**config.mk**
```make
export PLATFORM = sky130hd
export DESIGN_NAME = fp_issue_interlock
export DESIGN_NICKNAME = d
export VERILOG_FILES = /design/src/rtl/fp_issue_interlock.sv
export SDC_FILE = /design/constraint.sdc
export NUM_CORES = 1
export LEC_CHECK = 0
export ABC_AREA = 0
export BUFFER_PORTS_ARGS = -buffer_cell sky130_fd_sc_hd__buf_2
export CORE_ASPECT_RATIO = 1.2
export CORE_MARGIN = 2
export CORE_UTILIZATION = 25
export CTS_BUF_LIST = sky130_fd_sc_hd__clkbuf_8
export CTS_CLUSTER_DIAMETER = 80
export DETAILED_ROUTE_END_ITERATION = 16
export GPL_ROUTABILITY_DRIVEN = 1
export GPL_TIMING_DRIVEN = 0
export SYNTH_ARGS = -nofsm -noshare
export SYNTH_HDL_FRONTEND = slang
export SYNTH_SLANG_ARGS = --single-unit
```
**constraint.sdc**
```tcl
create_clock -name clk -period 3.8 [get_ports clk]
set_input_delay 0.57 -clock clk [delete_from_list [all_inputs] [get_ports clk]]
set_output_delay 0.57 -clock clk [all_outputs]
set_load 0.02 [all_outputs]
```
**src/rtl/fp_issue_interlock.sv**
```systemverilog
module fp_issue_interlock #(
  parameter int NREG  = 32,
  parameter int ALU_D = 1,
  parameter int LD_D  = 2,
  parameter int ADD_D = 4,
  parameter int MUL_D = 7,
  parameter int DIV_D = 25
) (
  input  logic                    clk,
  input  logic                    rst,
  input  logic                    dec_valid,
  input  logic [2:0]              dec_cls,
  input  logic                    dec_wr,
  input  logic [$clog2(NREG)-1:0] dec_dst,
  input  logic                    dec_s1_en,
  input  logic [$clog2(NREG)-1:0] dec_s1,
  input  logic                    dec_s2_en,
  input  logic [$clog2(NREG)-1:0] dec_s2,
  output logic                    stall,
  output logic                    issue,
  output logic [NREG-1:0]         pending
);
  localparam int RA   = $clog2(NREG);
  localparam int MX1  = ALU_D > LD_D ? ALU_D : LD_D;
  localparam int MX2  = MX1 > ADD_D ? MX1 : ADD_D;
  localparam int MX3  = MX2 > MUL_D ? MX2 : MUL_D;
  localparam int MAXD = MX3 > DIV_D ? MX3 : DIV_D;
  localparam int RV   = MAXD + 1;
  localparam int CW   = $clog2(MAXD + 1);
  localparam logic [2:0] C_LD = 3'd1, C_ADD = 3'd2, C_MUL = 3'd3, C_DIV = 3'd4;

  logic [RV-1:0]   resv_q;
  logic [CW-1:0]   rem_q [NREG];
  logic [NREG-1:0] long_q;
  logic [CW-1:0]   div_q;
  logic [CW-1:0]   d;
  logic            is_long, raw, port_hit, waw, div_busy, hazard, wr_go;

  always_comb begin
    case (dec_cls)
      C_LD:    d = CW'(LD_D);
      C_ADD:   d = CW'(ADD_D);
      C_MUL:   d = CW'(MUL_D);
      C_DIV:   d = CW'(DIV_D);
      default: d = CW'(ALU_D);
    endcase
  end

  assign is_long  = (dec_cls == C_ADD) | (dec_cls == C_MUL) | (dec_cls == C_DIV);
  assign raw      = (dec_s1_en & pending[dec_s1]) | (dec_s2_en & pending[dec_s2]);
  assign port_hit = dec_wr & resv_q[d];
  assign waw      = dec_wr & pending[dec_dst] & long_q[dec_dst];
  assign div_busy = (dec_cls == C_DIV) & (div_q != '0);
  assign hazard   = raw | port_hit | waw | div_busy;
  assign stall    = ~rst & dec_valid & hazard;
  assign issue    = ~rst & dec_valid & ~hazard;
  assign wr_go    = issue & dec_wr;

  always_ff @(posedge clk) begin
    if (rst) resv_q <= '0;
    else     resv_q <= (resv_q | (wr_go ? (RV'(1) << d) : RV'(0))) >> 1;
  end

  always_ff @(posedge clk) begin
    if (rst)                           div_q <= '0;
    else if (issue && dec_cls == C_DIV) div_q <= CW'(DIV_D - 1);
    else if (div_q != '0)               div_q <= div_q - CW'(1);
  end

  for (genvar i = 0; i < NREG; i++) begin : g_reg
    assign pending[i] = |rem_q[i];
    always_ff @(posedge clk) begin
      if (rst) begin
        rem_q[i]  <= '0;
        long_q[i] <= 1'b0;
      end else if (wr_go && dec_dst == RA'(i)) begin
        rem_q[i]  <= d - CW'(1);
        long_q[i] <= is_long;
      end else if (rem_q[i] != '0) begin
        rem_q[i]  <= rem_q[i] - CW'(1);
      end
    end
  end
endmodule

```
==> impl_metrics.csv, run 1 <==
group,metric,value,unit
final_layout,finalNetCount,1766,
synthesis,synth_fa_ha_area_frac,0.05680,
die,dieArea,59210,um^2
clocking,cts_tree,"done",
synthesis,ys_top_cells_by_area,"edfxtp_1 (34%), dfxtp_1 (8.5%), o21ai_0 (6.0%)",
global_route,grt_pass1_vias,12300,
synthesis,synthSimpleGateAreaFrac,0.2042,
timing,finalSetupViolations,69,
clocking,clock_sinks,221,
place,port_buffers,52,
timing,max_slew_margin,0.3325,
worst_setup_path,timing.rr.end,"rem_q[0][55]",
global_route,grt_pass1_wl,69900,um
clocking,clk_latency,590,ps
synthesis,synth-compound-area-share,0.1122,
synthesis,synth_top_area_share,0.3355,
synthesis,netlist_area,14320,um^2
detailed_routing,wl,46050,um
die,die_x,222.5,um
final_layout,stdcell_count,2446,
synthesis,synth_flop_cell,"edfxtp_1",
synthesis,post_synth_mux_area_share,0.08747,
place,gp_congestion,0.9480,
timing,rsz0062_at_grt,"true",
detailed_routing,vias,12090,
global_route,antenna_found_initial,1,
timing,layout_worst_path_cycle_share,1.044,
die,rows,96,
detailed_routing,first_pass_iters,5,
worst_setup_path,cp.arrival,4290,ps
detailed_routing,post_drt_wl_per_cell,18.83,um
job,max-cap-violations,0,
worst_hold_path,worstHoldPathCells,3,
clocking,cts_hold_buffers,0,
timing,clock_skew,42.52,ps
synthesis,synth_edf_count,160,
synthesis,ys_async_sr_fraction,0,
place,place_inst,2338,
detailed_routing,drtIter0Drc,793,
synthesis,synth_top_family_by_area,"simple AND/OR/NAND/NOR gates",
clocking,clkTransAtPathRegs,60,ps
power,cellPowerDensity,721.1,nW/um^2
timing,worst_slew_pin_slew,1001,ps
synthesis,syn_inst,1551,
synthesis,synth_cell_types,68,
global_route,grt_max_degree,12,
worst_setup_path,r2r_start,"rem_q[0][60]",
synthesis,ys_seq_elements,221,
power,p_leak,6.917,nW
worst_hold_path,hold_path_class,"in -> reg",
synthesis,synth_common_cells,"nor2_1 (187), o21ai_0 (172), edfxtp_1 (160), nand2_1 (112), clkbuf_1 (99)",
global_route,gr-total-overflow,0,
timing,report.final.slew_viol_count,0,
timing,max_freq,252.1,MHz
status,violations,"negative setup slack",
detailed_routing,viasPerCell,4.942,
final_layout,drive_gt1_frac,0.2295,
synthesis,syn-num-nets,1640,
worst_hold_path,hold_start,"dec_valid",
clocking,cts_inserted_buffers,39,
clocking,clockBufferDepth,3,
detailed_routing,ant_nets,0,
worst_setup_path,crit_path_end_kind,"flip-flop",
final_layout,syn_to_final_growth,22.68,%
worst_setup_path,r2r_setup_slack,-170,ps
synthesis,syn_avg_cell_area,9.232,um^2
place,placed_area,15520,um^2
worst_setup_path,critPathKind,"reg -> reg",
worst_setup_path,cp_max_fo,5,
synthesis,synth.largest_area_cell,"edfxtp_1",
final_layout,fin_area,17570,um^2
synthesis,synthXorXnorAreaFrac,0.06117,
worst_setup_path,required,4120,ps
timing,hold_viol_final,0,
die,die_h,266.2,um
synthesis,yosysWarningCount,0,
worst_setup_path,start_kind,"flip-flop",
clocking,htreeDepth,2,
timing,period_minus_slack,3967,ps
detailed_routing,drc,0,
clocking,clockRootBuffer,"clkbuf_8",
die,initial_core_util,0.2515,
worst_setup_path,reg2reg_depth,12,
synthesis,ys_seq_area_frac,0.4208,
global_route,grt_usage,0.1514,
worst_hold_path,hold_path_end,"div_q[4]",
status,status,"finished with violations",
die,io_pins,58,
power,ir_drop,0.0003573,V
synthesis,post-synth-top-count-cell,"nor2_1",
timing,layout_setup_ws,-166.7,ps
place,hpwl,33320,um
die,fp.coreArea,56930,um^2
[where the power goes]
group / switching, mW / internal [mW] / total [mW]
registers: 0.643 / 3.71 / 4.36
clock network: 1.06 / 1.09 / 2.15
logic: 3.42 / 2.74 / 6.16
total: 5.12 / 7.54 / 12.7
[critical path, cell delays in order, from the launching register on]
cell and delay [ps]:
edfxtp_1 410, inv_2 100, ha_4 130, or4b_4 510, mux4_2 510, o311a_4 330, a211oi_4 290, buf_4 160
nand3b_1 210, buf_6 210, or4_4 410, buf_6 150, mux2_4 290
[routing by layer]
metal | wire [um] | track usage | part of all wire | vias to the layer above
li1 | - | - | - | 5669
met1 | 19050 | 0.1817 | 0.41 | 5896
met2 | 22450 | 0.2674 | 0.49 | 421
met3 | 3065 | 0.03011 | 0.067 | 101
met4 | 1481 | 0.05605 | 0.032 | 0
met5 | 0 | 0 | 0 | -
[timing repair]
action	CTS	global route
pin swaps	14	18
setup endpoints to repair	357	337
resized for setup	158	107
buffers inserted	34	40
cloned	1	1
[logic make-up (layout without fill, tap and decap cells)]
kind of cell | Yosys count | after routing
simple gates | 572 | 572
flops | 221 | 221
compound gates | 279 | 279
other cells | 0 | 3
buf+inv | 212 | 369
xor+xnor | 100 | 100
mux | 102 | 102
fa+ha+maj | 65 | 65
[worst max-delay path by stage]
stage	from	to	slack (ps)	cells after the start
final	rem_q[0][60]	rem_q[0][55]	-170	12
after global routing	rem_q[0][60]	rem_q[0][55]	-230	12
after CTS	rem_q[0][61]	issue	-250	11
after detailed placement	dec_dst[0]	rem_q[0][20]	-870	12
after global placement	rem_q[1][50]	rem_q[1][45]	-1010	12
after floorplan	rem_q[0][35]	rem_q[0][25]	190	13
[layout make-up]
| cell class | count | area, um^2 |
|---|---|---|
| timing repair buffer | 128 | 947.2 |
| multi-input combinational | 1118 | 8189 |
| clock buffer | 45 | 619.3 |
| inverter | 92 | 345.3 |
| fill | 5997 | 39370 |
| sequential | 221 | 6026 |
| buffer | 77 | 385.4 |
| clock inverter | 27 | 127.6 |
| antenna | 3 | 7.507 |
| tap | 735 | 919.6 |
[stage by stage]
step             util  setup TNS (ps)  power (mW)  worst slack (ps)  hold WS, ps
2_1_floorplan       -               0       8.203             194.6        413.8
3_3_place_gp   0.2722         -270500       9.573             -1006        417.5
3_5_place_dp   0.2725         -202410       9.775            -866.8        425.3
4_1_cts        0.2991           -5646       12.36            -254.1        279.2
5_1_grt        0.3084          -10990       13.56            -225.7        309.0
6_report       0.3085           -4113       12.67            -166.7        309.6
[layout by cell type, fill, tap and decap left out, drive strengths merged, types with 7 or more instances in the layout]
| master | count |
|---|---|
| buf | 143 |
| xnor2 | 52 |
| nand3 | 12 |
| or2 | 12 |
| a21oi | 22 |
| or4 | 13 |
| nand2 | 112 |
| nor3 | 50 |
| inv | 113 |
| dfxtp | 61 |
| mux2i | 43 |
| o22ai | 30 |
| xor2 | 48 |
| nand2b | 49 |
| nor2 | 188 |
| ha | 65 |
| edfxtp | 160 |
| or3 | 20 |
| nand3b | 9 |
| o21ai | 177 |
| mux4 | 7 |
| nor2b | 56 |
| mux2 | 52 |
| clkbuf | 107 |
| nor4b | 14 |
| or4b | 19 |
| o31ai | 10 |
[registers in the layout, indices dropped and copies added (netlist names)]
register and cells:
rem_q 160, long_q 32, resv_q 24, div_q 5
Power figures use the tool's default switching activity.
==> inputs of run 2 (changes only) <==
==> constraint.sdc (replaced) <==
create_clock -name clk -period 4.5 [get_ports clk]
set_input_delay 0.675 -clock clk [delete_from_list [all_inputs] [get_ports clk]]
set_output_delay 0.675 -clock clk [all_outputs]
set_load 0.02 [all_outputs]
==> run 2 against run 1 <==
  * The run now ends clean
  * Non-clock buffer count is 33 lower
  * Register-to-register slack improved by 380 ps
  * Setup slack improved by 260 ps
  * Die area stayed put
  * Largest cell class unchanged
  * Largest power group unchanged
==> impl_metrics.csv, run 2 (synthesized netlist as in run 1, its figures left out) <==
group,metric,value,unit
worst_hold_path,hold_path_end,"div_q[4]",
timing,worst_slew_pin_slew,1025,ps
worst_hold_path,hold_path_class,"in -> reg",
power,swShare,0.4085,
worst_setup_path,critPathKind,"reg -> out",
worst_setup_path,crit_path_end_kind,"output pin",
worst_setup_path,critical-path-slowest-cell,"or4b_1",
place,gp_congestion,0.9480,
timing,clock_skew,41.11,ps
power,clockPowerShare,0.178,
power,ir_drop,0.0002975,V
detailed_routing,drtIter0Drc,836,
place,place_inst,2338,
worst_setup_path,r2r_setup_slack,210,ps
die,die_h,266.2,um
die,io_pins,58,
worst_setup_path,r2r_start,"rem_q[1][5]",
global_route,grt_pass1_wl,68680,um
detailed_routing,vias,11840,
detailed_routing,viasPerCell,4.910,
clocking,cts_tree,"done",
worst_hold_path,worstHoldPathCells,3,
timing,max_freq,226.9,MHz
detailed_routing,ant_nets,0,
worst_setup_path,reg2reg_depth,13,
timing,period_minus_slack,4408,ps
timing,report.final.slew_viol_count,0,
final_layout,filler_cell_count,6091,
place,place_ws,-271.8,ps
detailed_routing,first_pass_iters,5,
power,p_leak,6.355,nW
die,die_x,222.5,um
final_layout,finalNetCount,1733,
global_route,antenna_found_initial,1,
die,fp.coreArea,56930,um^2
global_route,grt_max_degree,12,
timing,layout_setup_ws,91.88,ps
clocking,clk_latency,580,ps
detailed_routing,wl,44780,um
die,rows,96,
power,power.switching,4.144,mW
place,hpwl,33320,um
timing,hold_slack,418.4,ps
timing,rsz0062_at_grt,"true",
worst_setup_path,start_kind,"flip-flop",
detailed_routing,post_drt_wl_per_cell,18.57,um
worst_setup_path,path_cells,"inv_1 > ha_1 > or4b_1 > clkbuf_1 > mux2_2 > or3_1 > a21oi_1 > a2bb2oi_2 > and2_2 > nand2_1 > nor2_1 > buf_2",
worst_setup_path,cp_max_fo,7,
global_route,grt_pass1_vias,12010,
global_route,grt_usage,0.1487,
power,finalPower,10.14,mW
clocking,cts_inserted_buffers,39,
final_layout,stdcell_count,2412,
die,dieArea,59210,um^2
clocking,clockRootBuffer,"clkbuf_8",
worst_setup_path,required,3830,ps
power,p_comb_frac,0.462,
timing,hold_viol_final,0,
final_layout,layout_commonest_cell,"nor2_1",
job,max-cap-violations,0,
worst_setup_path,timing.rr.end,"rem_q[1][46]",
detailed_routing,drc,0,
clocking,clock_sinks,221,
timing,layout_worst_path_cycle_share,0.9796,
worst_setup_path,slowest_delay,420,ps
place,port_buffers,52,
timing,max_slew_margin,0.3150,
final_layout,utilization,0.2874,
worst_setup_path,cp.arrival,3730,ps
clocking,clkTransAtPathRegs,60,ps
clocking,clockBufferDepth,3,
global_route,gr-total-overflow,0,
status,status,"completed",
final_layout,largest_reg_flops,160,
clocking,htreeDepth,2,
final_layout,largest-register,"rem_q",
power,p_seq_frac,0.360,
power,internal_power,6.001,mW
power,cellPowerDensity,619.9,nW/um^2
die,initial_core_util,0.2515,
worst_hold_path,hold_start,"dec_valid",
final_layout,largestRegisters,"rem_q: 160 flops, long_q: 32 flops, resv_q: 24 flops",
final_layout,drive_gt1_frac,0.1260,
final_layout,syn_to_final_growth,14.29,%
timing,finalSetupViolations,0,
final_layout,final_cell_mix,"nor2_1 (187), o21ai_0 (172), edfxtp_1 (160), inv_1 (111), nand2_1 (111)",
-- run 2: cell count changes in the layout (fill, tap and decap cells not counted), moves of 15 or more --
cell	before	now
nand2_1	88	111
clkbuf_1	55	98
buf_2	54	69
buf_4	56	2
buf_6	28	0
or4b_4	16	1
o21ai_0	152	172
-- run 2: worst max-delay path: cells and delay by family, from the launching register on --
family	cells	cell delay, ps
AO/OA/AOI/OAI	2	510
adder cells (fa/ha/maj)	1	150
buffers and inverters	3	520
flip-flops	1	410
multiplexers	1	310
AND/OR/NAND/NOR	5	1250
-- run 2: area by class of cell --
cell class,instances,area [um^2],share of cell area
antenna,2,5.005,0.0003058
buffer,119,473.0,0.02890
clock buffer,45,619.3,0.03785
clock inverter,27,127.6,0.007799
inverter,92,345.3,0.02110
multi-input combinational,1118,7581,0.4633
sequential,221,6026,0.3682
tap,735,919.6,0.05620
timing repair buffer,53,267.8,0.01636
-- run 2: what timing repair did --
item,in CTS,in global routing
buffers inserted,1,0
pin swaps,0,1
endpoints found under the setup margin,61,55
hold buffers,0,0
gates resized for setup,10,6
-- run 2: how the worst max path moves through the flow --
stage	start	endpoint	slack, ps	cells past startpoint
after detailed placement	dec_dst[0]	rem_q[0][20]	-270	12
after global routing	rem_q[1][5]	issue	-130	12
final	rem_q[1][5]	issue	90	12
after floorplan	rem_q[0][35]	rem_q[0][25]	890	13
after global placement	rem_q[1][50]	rem_q[1][45]	-310	12
after CTS	dec_dst[0]	issue	2	12
-- run 2: stage by stage --
step | TNS [ps] | instance area [um^2]
after floorplan | 0 | 14320
after global placement | -35950 | 15500
after detailed placement | -21660 | 15520
after CTS | 0 | 16330
after global routing | -134.5 | 16360
final | 0 | 16360
-- run 2: routing by layer --
layer	track usage	up-vias	share of wire
li1	-	5602	-
met1	0.1816	5739	0.42
met2	0.2639	414	0.49
met3	0.02669	87	0.063
met4	0.04843	0	0.029
met5	0	-	0
-- run 2: power groups by stage --
stage / sequential (mW) / combinational, mW / clock (mW)
after floorplan: 3.52 / 3.41 / 0
after global placement: 3.61 / 4.47 / 0
after detailed placement: 3.66 / 4.60 / 0
after CTS: 3.64 / 4.69 / 1.85
after global routing: 3.74 / 5.24 / 1.92
final: 3.65 / 4.69 / 1.80
==> inputs of run 3 (changes only) <==
--- a/config.mk
+++ b/config.mk
@@ -7,6 +7,8 @@
 export LEC_CHECK = 0
 export ABC_AREA = 0
 export BUFFER_PORTS_ARGS = -buffer_cell sky130_fd_sc_hd__buf_2
+export CELL_PAD_IN_SITES_DETAIL_PLACEMENT = 0
+export CELL_PAD_IN_SITES_GLOBAL_PLACEMENT = 1
 export CORE_ASPECT_RATIO = 1.2
 export CORE_MARGIN = 2
 export CORE_UTILIZATION = 25
@@ -15,6 +17,7 @@
 export DETAILED_ROUTE_END_ITERATION = 16
 export GPL_ROUTABILITY_DRIVEN = 1
 export GPL_TIMING_DRIVEN = 0
+export PLACE_DENSITY_LB_ADDON = 0.1
 export SYNTH_ARGS = -nofsm -noshare
 export SYNTH_HDL_FRONTEND = slang
 export SYNTH_SLANG_ARGS = --single-unit
==> run 3 against run 2 <==
  * Routed wire length up 15%
  * Critical path depth down 1
  * Sequential share of layout area down 0.40 points
  * Final area up 1.1%
  * Clock power up 19%
  * Sequential power about the same
  * Worst hold slack worse by 38 ps
  * Via count down 2.2%
  * Setup slack better by 63 ps
  * Die area unchanged
  * Largest power group unchanged
  * Highest routed layer is now met5
==> impl_metrics.csv, run 3 (synthesized netlist as in run 1, its figures left out) <==
group,metric,value,unit
status,status,"completed",
final_layout,syn_to_final_growth,15.55,%
die,die_h,266.2,um
worst_setup_path,crit_path_end_kind,"output pin",
global_route,grt_usage,0.1740,
final_layout,filler_cell_count,6140,
timing,worst_slew_pin_slew,1114,ps
clocking,clkTransAtPathRegs,50,ps
place,gp_congestion,0.8136,
die,initial_core_util,0.2515,
final_layout,seqCellArea,6026,um^2
worst_setup_path,crit_start,"rem_q[1][30]",
worst_hold_path,worstHoldPathCells,3,
die,rows,96,
clocking,clock_sinks,221,
power,cellPowerDensity,634.6,nW/um^2
final_layout,drive_gt1_frac,0.1406,
worst_setup_path,r2r_start,"rem_q[1][30]",
timing,hold_viol_final,0,
final_layout,largestRegisters,"rem_q: 160 flops, long_q: 32 flops, resv_q: 24 flops",
die,die_x,222.5,um
final_layout,multi_input_area,7621,um^2
detailed_routing,drc,0,
worst_setup_path,required,3830,ps
clocking,clk_latency,610,ps
clocking,htreeDepth,2,
global_route,busiest_layer,"met2",
worst_setup_path,critPathKind,"reg -> out",
detailed_routing,first_pass_iters,5,
global_route,grt_util_met1,0.2125,
job,max-cap-violations,0,
global_route,grtUsageMet3,0.02724,
global_route,grt_pass1_wl,77160,um
worst_hold_path,hold_start,"dec_valid",
clocking,cts_tree,"done",
timing,layout_worst_path_cycle_share,0.9655,
final_layout,largest_reg_flops,160,
final_layout,stdcell_count,2415,
clocking,cts_hold_buffers,0,
timing,finalSetupViolations,0,
detailed_routing,ant_nets,0,
final_layout,utilization,0.2906,
die,fp.coreArea,56930,um^2
final_layout,largest-register,"rem_q",
detailed_routing,drtIter0Drc,550,
place,place_inst,2341,
final_layout,fin_area,16550,um^2
detailed_routing,vias,11580,
final_layout,finalNetCount,1733,
worst_hold_path,hold_path_class,"in -> reg",
timing,rsz0062_at_grt,"true",
clocking,cts_inserted_buffers,43,
detailed_routing,viasPerCell,4.796,
worst_setup_path,start_kind,"flip-flop",
timing,finalSetupTns,0,ps
place,hpwl,37900,um
power,ir_drop,0.0002463,V
timing,report.final.slew_viol_count,0,
global_route,grt_pass1_vias,12020,
place,port_buffers,52,
global_route,grt_max_degree,12,
die,io_pins,58,
global_route,globalRouteMet2Util,0.3125,
clocking,clockBufferDepth,3,
final_layout,final_cell_mix,"nor2_1 (187), o21ai_0 (169), edfxtp_1 (160), nand2_1 (111), inv_1 (104)",
final_layout,layout_commonest_cell,"nor2_1",
clocking,clockRootBuffer,"clkbuf_8",
global_route,gr-total-overflow,0,
global_route,antenna_found_initial,5,
detailed_routing,post_drt_wl_per_cell,21.30,um
worst_setup_path,reg2reg_depth,12,
timing,max_slew_margin,0.2571,
power,finalPower,10.50,mW
power,p_leak,6.421,nW
timing,clock_skew,21.32,ps
worst_setup_path,cp_max_fo,7,
timing,period_minus_slack,4345,ps
die,dieArea,59210,um^2
worst_setup_path,cp.arrival,3670,ps
place,placed_area,15550,um^2
timing,max_freq,230.2,MHz
detailed_routing,wl,51440,um
[run 3: area by class of cell]
cell class                      instances  share of cell area
Antenna cell                            2           0.0003025
Buffer                                111             0.02715
Clock buffer                           52             0.04325
Clock inverter                         27             0.01006
Inverter                               92             0.02087
Multi-Input combinational cell       1118              0.4606
Sequential cell                       221              0.3642
Tap cell                              735             0.05558
Timing Repair Buffer                   57             0.01800
[run 3: power by group]
part           total, mW  switching, mW  internal (mW)  leakage (nW)
sequential          3.65          0.514           3.14          2.30
combinational       4.71           2.72           1.99          3.63
clock               2.14          0.982           1.16         0.488
total               10.5           4.22           6.28          6.42
[run 3: metrics by stage]
step | hold WS, ps | setup WS [ps]
finish | 380.7 | 155.3
global route | 361.0 | -40.73
CTS | 324.3 | 0.1168
detailed placement | 423.4 | -670.3
global placement | 417.4 | -851.4
floorplan | 413.8 | 894.6
[run 3: path summary, 6_finish.rpt]
path / to / slack [ps]
setup / recovery: issue / 160
hold / removal: div_q[4] / 380
setup reg to reg: rem_q[1][46] / 210
hold reg to reg: resv_q[4] / 440
[run 3: timing repair]
item | CTS | global route
pin swaps | 1 | 2
gates resized for setup | 15 | 24
setup endpoints to repair | 156 | 106
buffers inserted | 0 | 2
[run 3: metal layers]
layer	part of all wire	wire, um
met1	0.44	22520
met3	0.038	1962
met4	0.027	1395
met2	0.50	25540
met5	0.00025	13
[run 3: worst max-delay path, stage by stage, from the launching register on]
cell	delay [ps]
edfxtp_1	410
inv_1	100
ha_1	140
or4b_1	420
clkbuf_1	230
mux4_2	520
o32a_1	310
a2bb2oi_2	270
and2_4	230
nand2_1	130
nor2_1	120
buf_2	170
